$ cat config.mk
export PLATFORM = sky130hd
export DESIGN_NAME = mpkt_framer
export DESIGN_NICKNAME = d
export VERILOG_FILES = /design/src/rtl/mpkt_pkg.sv /design/src/rtl/mpkt_tx.sv /design/src/rtl/mpkt_rx.sv /design/src/rtl/mpkt_framer.sv
export SDC_FILE = /design/constraint.sdc
export NUM_CORES = 1
export LEC_CHECK = 0
export ABC_AREA = 1
export BUFFER_PORTS_ARGS = -buffer_cell sky130_fd_sc_hd__buf_2
export CAP_MARGIN = 25
export CORE_ASPECT_RATIO = 1.4
export CORE_UTILIZATION = 62
export DETAILED_ROUTE_END_ITERATION = 7
export GPL_ROUTABILITY_DRIVEN = 0
export HOLD_SLACK_MARGIN = 0.1
export PLACE_DENSITY = 0.83
export REMOVE_ABC_BUFFERS = 1
export SYNTH_ARGS = -nofsm -noshare
export SYNTH_HDL_FRONTEND = slang
export SYNTH_SLANG_ARGS = --single-unit
export TNS_END_PERCENT = 20
$ cat constraint.sdc
create_clock -name clk -period 11.3 [get_ports clk]
set_input_delay 3.39 -clock clk [delete_from_list [all_inputs] [get_ports clk]]
set_output_delay 3.39 -clock clk [all_outputs]
set_load 0.01 [all_outputs]
$ cat src/rtl/mpkt_pkg.sv
package mpkt_pkg;
  localparam int PAY_W   = 128;
  localparam int SB_W    = 8;
  localparam int SEQ_W   = 8;
  localparam int CRC_W   = 16;
  localparam int BODY_W  = PAY_W + SB_W + SEQ_W;
  localparam int FRAME_W = BODY_W + CRC_W;

  localparam logic [CRC_W-1:0] CRC_POLY = 16'h1021;
  localparam logic [CRC_W-1:0] CRC_SEED = 16'hFFFF;

  // Bit-serial CRC over the frame body, most significant bit first.
  function automatic logic [CRC_W-1:0] crc_body(input logic [BODY_W-1:0] body);
    logic [CRC_W-1:0] c;
    logic             fb;
    c = CRC_SEED;
    for (int i = BODY_W - 1; i >= 0; i--) begin
      fb = c[CRC_W-1] ^ body[i];
      c  = {c[CRC_W-2:0], 1'b0} ^ (fb ? CRC_POLY : '0);
    end
    return c;
  endfunction
endpackage

$ cat src/rtl/mpkt_tx.sv
module mpkt_tx
  import mpkt_pkg::*;
#(
  parameter int LANE_W = 16
) (
  input  logic              clk,
  input  logic              rst_n,
  input  logic              in_valid,
  output logic              in_ready,
  input  logic [PAY_W-1:0]  in_payload,
  input  logic [SB_W-1:0]   in_sideband,
  input  logic [SEQ_W-1:0]  in_seq,
  input  logic              lane_fail,
  output logic [LANE_W-1:0] lk_data,
  output logic              lk_valid,
  output logic              lk_sop,
  output logic              lk_narrow
);
  localparam int HALF   = LANE_W / 2;
  localparam int N_WIDE = FRAME_W / LANE_W;
  localparam int N_NAR  = FRAME_W / HALF;
  localparam int CNT_W  = $clog2(N_NAR + 1);

  logic               busy_q, busy_d;
  logic               nar_q, nar_d;
  logic [CNT_W-1:0]   cnt_q, cnt_d;
  logic [FRAME_W-1:0] sh_q, sh_d;
  logic               sh_en, last, take;
  logic [BODY_W-1:0]  body;

  assign body = {in_payload, in_sideband, in_seq};

  always_comb begin
    last     = busy_q && (cnt_q == (nar_q ? CNT_W'(N_NAR - 1) : CNT_W'(N_WIDE - 1)));
    in_ready = !busy_q || last;
    take     = in_valid && in_ready;
    busy_d   = busy_q;
    nar_d    = nar_q;
    cnt_d    = cnt_q;
    sh_d     = sh_q;
    sh_en    = take || busy_q;
    if (take) begin
      busy_d = 1'b1;
      nar_d  = lane_fail;
      cnt_d  = '0;
      sh_d   = {body, crc_body(body)};
    end else if (busy_q) begin
      busy_d = !last;
      cnt_d  = cnt_q + 1'b1;
      sh_d   = nar_q ? (sh_q << HALF) : (sh_q << LANE_W);
    end
  end

  always_ff @(posedge clk or negedge rst_n) begin
    if (!rst_n) begin
      busy_q <= 1'b0;
      nar_q  <= 1'b0;
      cnt_q  <= '0;
      sh_q   <= '0;
    end else begin
      busy_q <= busy_d;
      nar_q  <= nar_d;
      cnt_q  <= cnt_d;
      if (sh_en) sh_q <= sh_d;
    end
  end

  always_comb begin
    lk_valid  = busy_q;
    lk_sop    = busy_q && (cnt_q == '0);
    lk_narrow = nar_q;
    if (!busy_q)    lk_data = '0;
    else if (nar_q) lk_data = {{HALF{1'b0}}, sh_q[FRAME_W-1 -: HALF]};
    else            lk_data = sh_q[FRAME_W-1 -: LANE_W];
  end

  // a start strobe is never followed directly by another
  a_r3_sop_spacing: assert property (@(posedge clk) disable iff (!rst_n)
    lk_sop |=> !lk_sop);
  // the upper lane stays quiet in narrow frames
  a_r4_upper_quiet: assert property (@(posedge clk) disable iff (!rst_n)
    (lk_valid && lk_narrow) |-> (lk_data[LANE_W-1:HALF] == '0));
  // the width holds for the whole frame
  a_r5_width_held: assert property (@(posedge clk) disable iff (!rst_n)
    (busy_q && cnt_q != '0) |-> $stable(lk_narrow));
  // a packet taken during a frame starts the next frame at once
  a_r6_chain_start: assert property (@(posedge clk) disable iff (!rst_n)
    (in_valid && in_ready && busy_q) |=> lk_sop);
endmodule

$ cat src/rtl/mpkt_rx.sv
module mpkt_rx
  import mpkt_pkg::*;
#(
  parameter int LANE_W = 16
) (
  input  logic              clk,
  input  logic              rst_n,
  input  logic [LANE_W-1:0] lk_data,
  input  logic              lk_valid,
  input  logic              lk_sop,
  input  logic              lk_narrow,
  output logic              out_valid,
  output logic              out_err,
  output logic [PAY_W-1:0]  out_payload,
  output logic [SB_W-1:0]   out_sideband,
  output logic [SEQ_W-1:0]  out_seq
);
  localparam int HALF   = LANE_W / 2;
  localparam int N_WIDE = FRAME_W / LANE_W;
  localparam int N_NAR  = FRAME_W / HALF;
  localparam int CNT_W  = $clog2(N_NAR + 1);

  logic               act_q, act_d;
  logic               nar_q, nar_d;
  logic               done_q, done_d;
  logic [CNT_W-1:0]   cnt_q, cnt_d, cnt_base;
  logic [FRAME_W-1:0] acc_q, acc_d;
  logic               beat_in, mode_now, fin, crc_ok;

  always_comb begin
    beat_in  = lk_valid && (lk_sop || act_q);
    mode_now = lk_sop ? lk_narrow : nar_q;
    cnt_base = lk_sop ? '0 : cnt_q;
    fin      = cnt_base == (mode_now ? CNT_W'(N_NAR - 1) : CNT_W'(N_WIDE - 1));
    act_d    = act_q;
    nar_d    = nar_q;
    cnt_d    = cnt_q;
    acc_d    = acc_q;
    done_d   = 1'b0;
    if (beat_in) begin
      act_d  = !fin;
      nar_d  = mode_now;
      cnt_d  = cnt_base + 1'b1;
      done_d = fin;
      acc_d  = mode_now ? {acc_q[FRAME_W-HALF-1:0], lk_data[HALF-1:0]}
                        : {acc_q[FRAME_W-LANE_W-1:0], lk_data};
    end
  end

  always_ff @(posedge clk or negedge rst_n) begin
    if (!rst_n) begin
      act_q  <= 1'b0;
      nar_q  <= 1'b0;
      cnt_q  <= '0;
      acc_q  <= '0;
      done_q <= 1'b0;
    end else begin
      act_q  <= act_d;
      nar_q  <= nar_d;
      cnt_q  <= cnt_d;
      done_q <= done_d;
      if (beat_in) acc_q <= acc_d;
    end
  end

  always_comb begin
    crc_ok       = crc_body(acc_q[FRAME_W-1:CRC_W]) == acc_q[CRC_W-1:0];
    out_valid    = done_q && crc_ok;
    out_err      = done_q && !crc_ok;
    out_payload  = acc_q[FRAME_W-1 -: PAY_W];
    out_sideband = acc_q[CRC_W+SEQ_W +: SB_W];
    out_seq      = acc_q[CRC_W +: SEQ_W];
  end

  // delivery is a single-cycle pulse
  a_r7_single_pulse: assert property (@(posedge clk) disable iff (!rst_n)
    out_valid |=> !out_valid);
  // an error pulse is single and is not followed by delivery
  a_r8_err_single: assert property (@(posedge clk) disable iff (!rst_n)
    out_err |=> (!out_err && !out_valid));
  // stray beats while idle do not open a frame
  a_r9_stray_ignored: assert property (@(posedge clk) disable iff (!rst_n)
    (!act_q && !lk_sop) |=> !done_q);
endmodule

$ cat src/rtl/mpkt_framer.sv
module mpkt_framer
  import mpkt_pkg::*;
#(
  parameter int LANE_W = 16
) (
  input  logic              clk,
  input  logic              rst_n,
  input  logic              tx_valid,
  output logic              tx_ready,
  input  logic [PAY_W-1:0]  tx_payload,
  input  logic [SB_W-1:0]   tx_sideband,
  input  logic [SEQ_W-1:0]  tx_seq,
  input  logic              lane_fail,
  output logic [LANE_W-1:0] link_data,
  output logic              link_valid,
  output logic              link_sop,
  output logic              link_narrow,
  input  logic [LANE_W-1:0] rx_data,
  input  logic              rx_valid,
  input  logic              rx_sop,
  input  logic              rx_narrow,
  output logic              rx_pkt_valid,
  output logic              rx_crc_err,
  output logic [PAY_W-1:0]  rx_payload,
  output logic [SB_W-1:0]   rx_sideband,
  output logic [SEQ_W-1:0]  rx_seq
);
  logic [1:0] rs_q;
  logic       srst_n;

  always_ff @(posedge clk or negedge rst_n) begin
    if (!rst_n) rs_q <= 2'b00;
    else        rs_q <= {rs_q[0], 1'b1};
  end
  assign srst_n = rs_q[1];

  mpkt_tx #(.LANE_W(LANE_W)) u_tx (
    .clk         (clk),
    .rst_n       (srst_n),
    .in_valid    (tx_valid),
    .in_ready    (tx_ready),
    .in_payload  (tx_payload),
    .in_sideband (tx_sideband),
    .in_seq      (tx_seq),
    .lane_fail   (lane_fail),
    .lk_data     (link_data),
    .lk_valid    (link_valid),
    .lk_sop      (link_sop),
    .lk_narrow   (link_narrow)
  );

  mpkt_rx #(.LANE_W(LANE_W)) u_rx (
    .clk          (clk),
    .rst_n        (srst_n),
    .lk_data      (rx_data),
    .lk_valid     (rx_valid),
    .lk_sop       (rx_sop),
    .lk_narrow    (rx_narrow),
    .out_valid    (rx_pkt_valid),
    .out_err      (rx_crc_err),
    .out_payload  (rx_payload),
    .out_sideband (rx_sideband),
    .out_seq      (rx_seq)
  );
endmodule

==> flow_summary.json, run 1 <==
{
  "synth_simple_gate_area_share_pct": 40.60,
  "port_buffers": 332,
  "async_flop_share_pct": 100.0,
  "start_util_pct": 63.14,
  "syn_area_sq_um": 33730,
  "ys_ff_latch": 337,
  "cts_sinks": 337,
  "syn_inst": 5139,
  "ys.flop_type": "dfrtp_1",
  "worst_endpoint": "rx_pkt_valid",
  "synth_compound_area_share_pct": 15.05,
  "tool.error": "[ERROR GRT-0232] Routing congestion too high. Check the congestion heatmap in the GUI.",
  "yosysSeqAreaShare_pct": 25.00,
  "post-place-ws_ps": -447.3,
  "rows": 100,
  "worst_path_end_type": "output port",
  "synthXorXnorAreaFrac_pct": 4.614,
  "grt_max_degree": 163,
  "die_h_microns": 278,
  "clock_path_buffers": 3,
  "dp_hpwl_microns": 78340,
  "overflow": 6,
  "dpl_cell_area_sq_um": 34950,
  "grt_use_total_pct": 61.29,
  "stop_stage": "global routing",
  "ios": 333,
  "htreeDepth": 2,
  "outcome": "did not finish",
  "synth_fa_ha_area_share_pct": 0.1113,
  "numCtsBuffers": 39,
  "synth-edff-count": 0,
  "synth.avg_cell_area_sq_um": 6.564,
  "yosys_warnings": 0,
  "synth_top_family_by_area": "simple AND/OR/NAND/NOR gates",
  "die_x_microns": 199.1,
  "synth_mux_area_share_pct": 0,
  "yosysUniqueCellTypes": 54,
  "cts-root-buf": "clkbuf_16"
}
layer usage:
metal,overflow,track usage (%)
met1,0,61.96
met2,3,78.17
met3,1,47.13
met4,2,51.28
met5,0,34.24
timing repair:
action                                  CTS
setup buffers                            61
hold buffers                              0
gates cloned                              0
endpoints found under the setup margin    2
pin swaps                               174
gates resized for setup                 480
kinds of logic after synthesis:
group	count (synthesis)
flops	337
simple gates	2684
buf+inv	1156
xor+xnor	161
compound gates	797
fa+ha+maj	3
other cells	1
cells in the mapped netlist, drive strengths merged (14+ instances only):
cell / count / area (sq um)
o2111ai: 112 / 980.9
nand2: 1832 / 8681
clkbuf: 152 / 580.6
nor2: 71 / 289.0
o221ai: 144 / 1261
o22ai: 14 / 87.58
buf: 166 / 1184
o211ai: 33 / 247.7
nand3: 753 / 4482
xnor2: 56 / 513.0
xor2: 105 / 1044
inv: 832 / 3131
a21oi: 297 / 1486
dfrtp: 337 / 8433
o21ai: 188 / 940.9
per-stage QoR:
step                cells  hold WS [ps]
floorplan            4819         331.2
CTS                  6048         356.4
global placement     5915         337.7
detailed placement   5915         343.4
==> run 2: changes to the inputs <==
- CORE_ASPECT_RATIO: 1.4 -> unset
- CORE_UTILIZATION: 62 -> 40
- HOLD_SLACK_MARGIN: 0.1 -> unset
- PLACE_DENSITY: 0.83 -> unset
- PLACE_DENSITY_LB_ADDON: unset -> 0.15
==> run 2 against run 1 <==
Net effect:
- the flow now finishes, with violations (setup timing)
- synthesized cell count unchanged
- area after synthesis unchanged
==> flow_summary.json, run 2 <==
{
  "synth_mux_area_share_pct": 0,
  "grt_first_pass_wirelength_microns": 173300,
  "synth_top_family_by_area": "simple AND/OR/NAND/NOR gates",
  "hold_slack_ps": 346.7,
  "worst_slack_ps": -154.7,
  "grt_pass1_vias": 31640,
  "yosysSeqAreaShare_pct": 25.00,
  "drv_cap": 0,
  "rows": 106,
  "ios": 333,
  "htreeDepth": 2,
  "yosys_warnings": 0,
  "overflow": 0,
  "antenna_cells": 0,
  "yosysTopAreaCell": "dfrtp_1",
  "tightest_slew_ps": 1025,
  "design.core.area_sq_um": 83560,
  "die_x_microns": 292.4,
  "synth_area_leaders": "dfrtp_1 (25%), nand2_1 (15%), nand3_1 (9.1%), inv_1 (8.7%), nand2_2 (6.9%)",
  "synth_commonest_cells": "nand2_1 (1343), inv_1 (786), nand3_1 (615)",
  "synth_top_cell_area_share_pct": 25.00,
  "critical_path_arrival_ps": 8060,
  "die_h_microns": 292.4,
  "cts_tree": "built",
  "num_vias": 33750,
  "top_regs": "u_rx.acc_q x160, u_tx.sh_q x160",
  "finalInstanceArea_sq_um": 40350,
  "outcome": "finished, violations left",
  "start_util_pct": 40.37,
  "grt_use_total_pct": 25.11,
  "vias_per_cell": 5.242,
  "synth_simple_gate_area_share_pct": 40.60,
  "synth_most_common_cell": "nand2_1",
  "final_common_cell": "nand2_1",
  "ys_ff_latch": 337,
  "wl_per_cell_microns": 17.31,
  "most-common-layout-cells": "nand2_1 (1190), inv_1 (729), nand3_1 (545), nand2_2 (359), buf_2 (332)",
  "nNetsFinal": 5495,
  "period_minus_slack_ps": 11450,
  "path_common_cell": "nand2_4",
  "die-area_sq_um": 85500,
  "hold_viol": 0,
  "fin_skew_ps": 30.64,
  "violations": "setup timing",
  "path_class": "flop to output port",
  "synthXorXnorAreaFrac_pct": 4.614,
  "syn_inst": 5139,
  "async_flop_share_pct": 100.0,
  "crit_required_ps": 7910,
  "ant_nets": 0,
  "drc": 0,
  "hold_path_class": "flop to flop",
  "rsz0062_at_grt": "true",
  "startpoint_type": "flop",
  "met3_length_microns": 5548,
  "path_clk_slew_ps": 60,
  "worstSkewPairLatency_ps": 600,
  "synth_compound_area_share_pct": 15.05,
  "drive_gt1_share_pct": 29.15,
  "min_period_over_period_pct": 101.4,
  "antenna_found_initial": 1,
  "dr_wl_met2_microns": 51480,
  "cts_sinks": 337,
  "port_buffers": 332,
  "relSlewSlack_pct": 31.68,
  "synth_fa_ha_area_share_pct": 0.1113,
  "final.setup.tns_ps": -288.0,
  "reg2reg_from": "u_tx.lk_narrow",
  "clock_path_buffers": 3,
  "area_growth_pct": 19.61,
  "dp_hpwl_microns": 82310,
  "crit_slowest_cell": "dfrtp_2",
  "numCtsBuffers": 45,
  "met1_length_microns": 51160,
  "grt_max_degree": 211,
  "highest_layer": "met4",
  "ys.flop_type": "dfrtp_1",
  "yosysUniqueCellTypes": 54,
  "synth-edff-count": 0,
  "finalSetupViolCount": 2,
  "cts_hold_buf": 0,
  "hp-start": "rs_q[0]",
  "fin_util_pct": 48.29,
  "syn_area_sq_um": 33730,
  "cts-root-buf": "clkbuf_16",
  "dpl_cell_area_sq_um": 35630,
  "drtPass1Iterations": 6,
  "synth.avg_cell_area_sq_um": 6.564,
  "end_kind": "output port",
  "crit_start": "u_rx.acc_q[159]",
  "drt-total-wl_microns": 111500,
  "slew_viol_final": 0,
  "cp_max_fo": 6,
  "drtIter0Drc": 2113,
  "slowest_delay_ps": 470,
  "max_freq_mhz": 87.30
}
## run 2: repair_timing
item,CTS,global route
setup endpoints to repair,2,14
buffers inserted,34,20
gates resized for setup,303,308
pin swaps,79,139
## run 2: logic make-up (layout without fill, tap and decap cells)
group | count (synthesis) | after routing
and+or+nand+nor | 2684 | 2684
buffers and inverters | 1156 | 1375
AOI/OAI and AO/OA | 797 | 797
DFF | 337 | 337
xor gates and xnor gates | 161 | 161
adders and majority gates | 3 | 3
other | 1 | 1
## run 2: final timing paths
kind,end,slack [ps],cells past startpoint
min,rs_q[1],350,0
max in group asynchronous,rs_q[1],8600,1
max,rx_crc_err,-150,79
max reg2reg,u_tx.sh_q[89],7330,8
min in group asynchronous,u_tx.sh_q[49],410,0
min reg2reg,rs_q[1],350,0
## run 2: metrics by stage
stage	instances	setup slack [ps]
final	6438	-154.7
after global routing	6438	-716.2
after CTS	6417	-169.3
after detailed placement	6303	-156.7
after global placement	6303	-118.0
after floorplan	4819	-2859
## run 2: layer usage
layer / global-route usage (%) / up-vias
li1: - / 16980
met1: 34.46 / 15830
met2: 40.78 / 786
met3: 3.392 / 154
met4: 7.624 / 0
met5: 0 / -
## run 2: final cells by class
cell class                      instances  area, sq um
Inverter                              836         3161
Sequential cell                       337         8456
Timing Repair Buffer                  459         2739
Multi-Input combinational cell       3646        23150
Clock buffer                           68         1345
Tap cell                             1080         1351
Clock inverter                         12        145.1
Fill cell                            8546        43210
## run 2: worst max-delay path, delay by kind of cell, from the launching register on
family | cells | cell delay, ps
buffers and inverters | 7 | 570
AND/OR/NAND/NOR | 72 | 6440
flip-flops | 1 | 470
Power of run 2 is not shown: default switching activity piles up to over one toggle a cycle in this logic, so the estimate is an artifact.
==> run 3: changes to the inputs <==
--- a/config.mk
+++ b/config.mk
@@ -11,2 +11,3 @@
 export CORE_UTILIZATION = 40
+export CTS_CLUSTER_DIAMETER = 30
 export DETAILED_ROUTE_END_ITERATION = 7
==> constraint.sdc (replaced) <==
create_clock -name clk -period 11.3 [get_ports clk]
set_input_delay 2.26 -clock clk [delete_from_list [all_inputs] [get_ports clk]]
set_output_delay 2.26 -clock clk [all_outputs]
set_load 0.01 [all_outputs]
==> run 3 against run 2 <==
Net effect:
- the run now ends clean
- first-iteration DRC count rose by 3.5%
- clock-buffer cell count rose by 69
- non-clock buffer count decreased by 77
- design area fell by 0.46%
- largest cell class unchanged
- highest routed layer unchanged
==> flow_summary.json, run 3 (synthesis results as in run 2) <==
{
  "outcome": "complete, no violations",
  "antenna_found_initial": 4,
  "fin_cells": 6472,
  "path_clk_slew_ps": 50,
  "clock_path_buffers": 3,
  "final_common_cell": "nand2_1",
  "fin_skew_ps": 38.20,
  "cp_max_fo": 6,
  "cts_tree": "built",
  "num_vias": 33560,
  "htreeDepth": 3,
  "path_common_cell": "nand2_2",
  "top_regs": "u_rx.acc_q x160, u_tx.sh_q x160",
  "slowest_delay_ps": 440,
  "drive_gt1_share_pct": 25.92,
  "die_h_microns": 292.4,
  "drc": 0,
  "startpoint_type": "flop",
  "period_minus_slack_ps": 10660,
  "area_growth_pct": 19.06,
  "die_x_microns": 292.4,
  "cts_hold_buf": 0,
  "critical_path_arrival_ps": 8400,
  "reg2reg_from": "u_tx.lk_narrow",
  "tightest_slew_ps": 1046,
  "drtPass1Iterations": 5,
  "cts_sinks": 337,
  "die-area_sq_um": 85500,
  "ant_nets": 0,
  "crit_start": "u_rx.acc_q[157]",
  "drt-total-wl_microns": 111200,
  "post-place-ws_ps": 841.4,
  "crit_required_ps": 9040,
  "grt_pass1_vias": 31150,
  "finalSetupViolCount": 0,
  "end_kind": "output port",
  "rows": 106,
  "numCtsBuffers": 105,
  "drtIter0Drc": 2186,
  "wl_per_cell_microns": 17.18,
  "path_class": "flop to output port",
  "crit_slowest_cell": "dfrtp_2",
  "slew_viol_final": 0,
  "ios": 333,
  "grt_first_pass_wirelength_microns": 171500,
  "vias_per_cell": 5.186,
  "relSlewSlack_pct": 30.28,
  "drv_cap": 0,
  "rrSetupSlack_ps": 7570,
  "design.core.area_sq_um": 83560,
  "min_period_over_period_pct": 94.33,
  "reg2reg_depth": 8,
  "grt_max_degree": 238,
  "hold_path_class": "flop to async pin",
  "port_buffers": 332,
  "cts-root-buf": "clkbuf_16",
  "nNetsFinal": 5478,
  "reg2reg_to": "u_tx.sh_q[37]",
  "max_freq_mhz": 93.82,
  "overflow": 0,
  "grt_use_total_pct": 25.06,
  "dp.cells": 6254,
  "final.setup.tns_ps": 0,
  "hold_viol": 0,
  "endpoint": "rx_crc_err",
  "worstSkewPairLatency_ps": 670,
  "most-common-layout-cells": "nand2_1 (1293), inv_1 (776), nand3_1 (571), nand2_2 (362), buf_2 (332)",
  "dp_hpwl_microns": 83970,
  "start_util_pct": 40.37,
  "worst_slack_ps": 641.2
}
==> run 3: changes by cell type in the layout (fill, tap and decap cells not counted), sizes merged <==
cell,delta
inv,-1
bufinv,+5
clkbuf,+69
buf,-77
diode,+2
clkinvlp,+5
clkinv,+31
==> run 3: cell type report <==
class                      count  area (sq um)
clock buffer                 137          2928
fill                        8557         43390
timing repair buffer         382          2146
tap                         1080          1351
antenna                        2         5.005
multi-input combinational   3646         21530
inverter                     836          3156
sequential                   337          8451
clock inverter                52         599.3
==> run 3: per-stage QoR <==
stage                     instance area (sq um)  hold WS, ps  util [%]
after CTS                                 38760        214.1     46.39
after global placement                    35200        222.0     42.13
after floorplan                           31950        331.2         -
final                                     40160        206.3     48.07
after detailed placement                  35230        217.1     42.17
after global routing                      40160        231.3     48.07
==> run 3: layer usage <==
layer	track usage, %	wire length [microns]
met4	8.543	3129
met5	0	0
met3	4.158	6049
met1	33.92	50860
met2	40.24	51160
==> run 3: worst min-delay path by stage <==
stage                    end  slack (ps)  depth (start not counted)
3_3_place_gp   u_tx.sh_q[45]         220                          0
3_5_place_dp   u_tx.sh_q[45]         220                          0
4_1_cts        u_tx.sh_q[30]         210                          0
5_1_grt        u_tx.sh_q[45]         230                          0
2_1_floorplan        rs_q[1]         330                          0
6_report       u_tx.sh_q[45]         210                          0
==> run 3: worst max-delay path: cells and delay by family, from the launching register on <==
family	cells	cell delay, ps
buf+inv	11	970
simple gates	64	6180
xor+xnor	1	110
flops	1	440
==> run 3: timing repair <==
action                     4_1_cts  5_1_grt
gates resized for setup          0      233
setup buffers                    0       24
setup endpoints to repair        0        2
Power of run 3 is left out for the same reason.
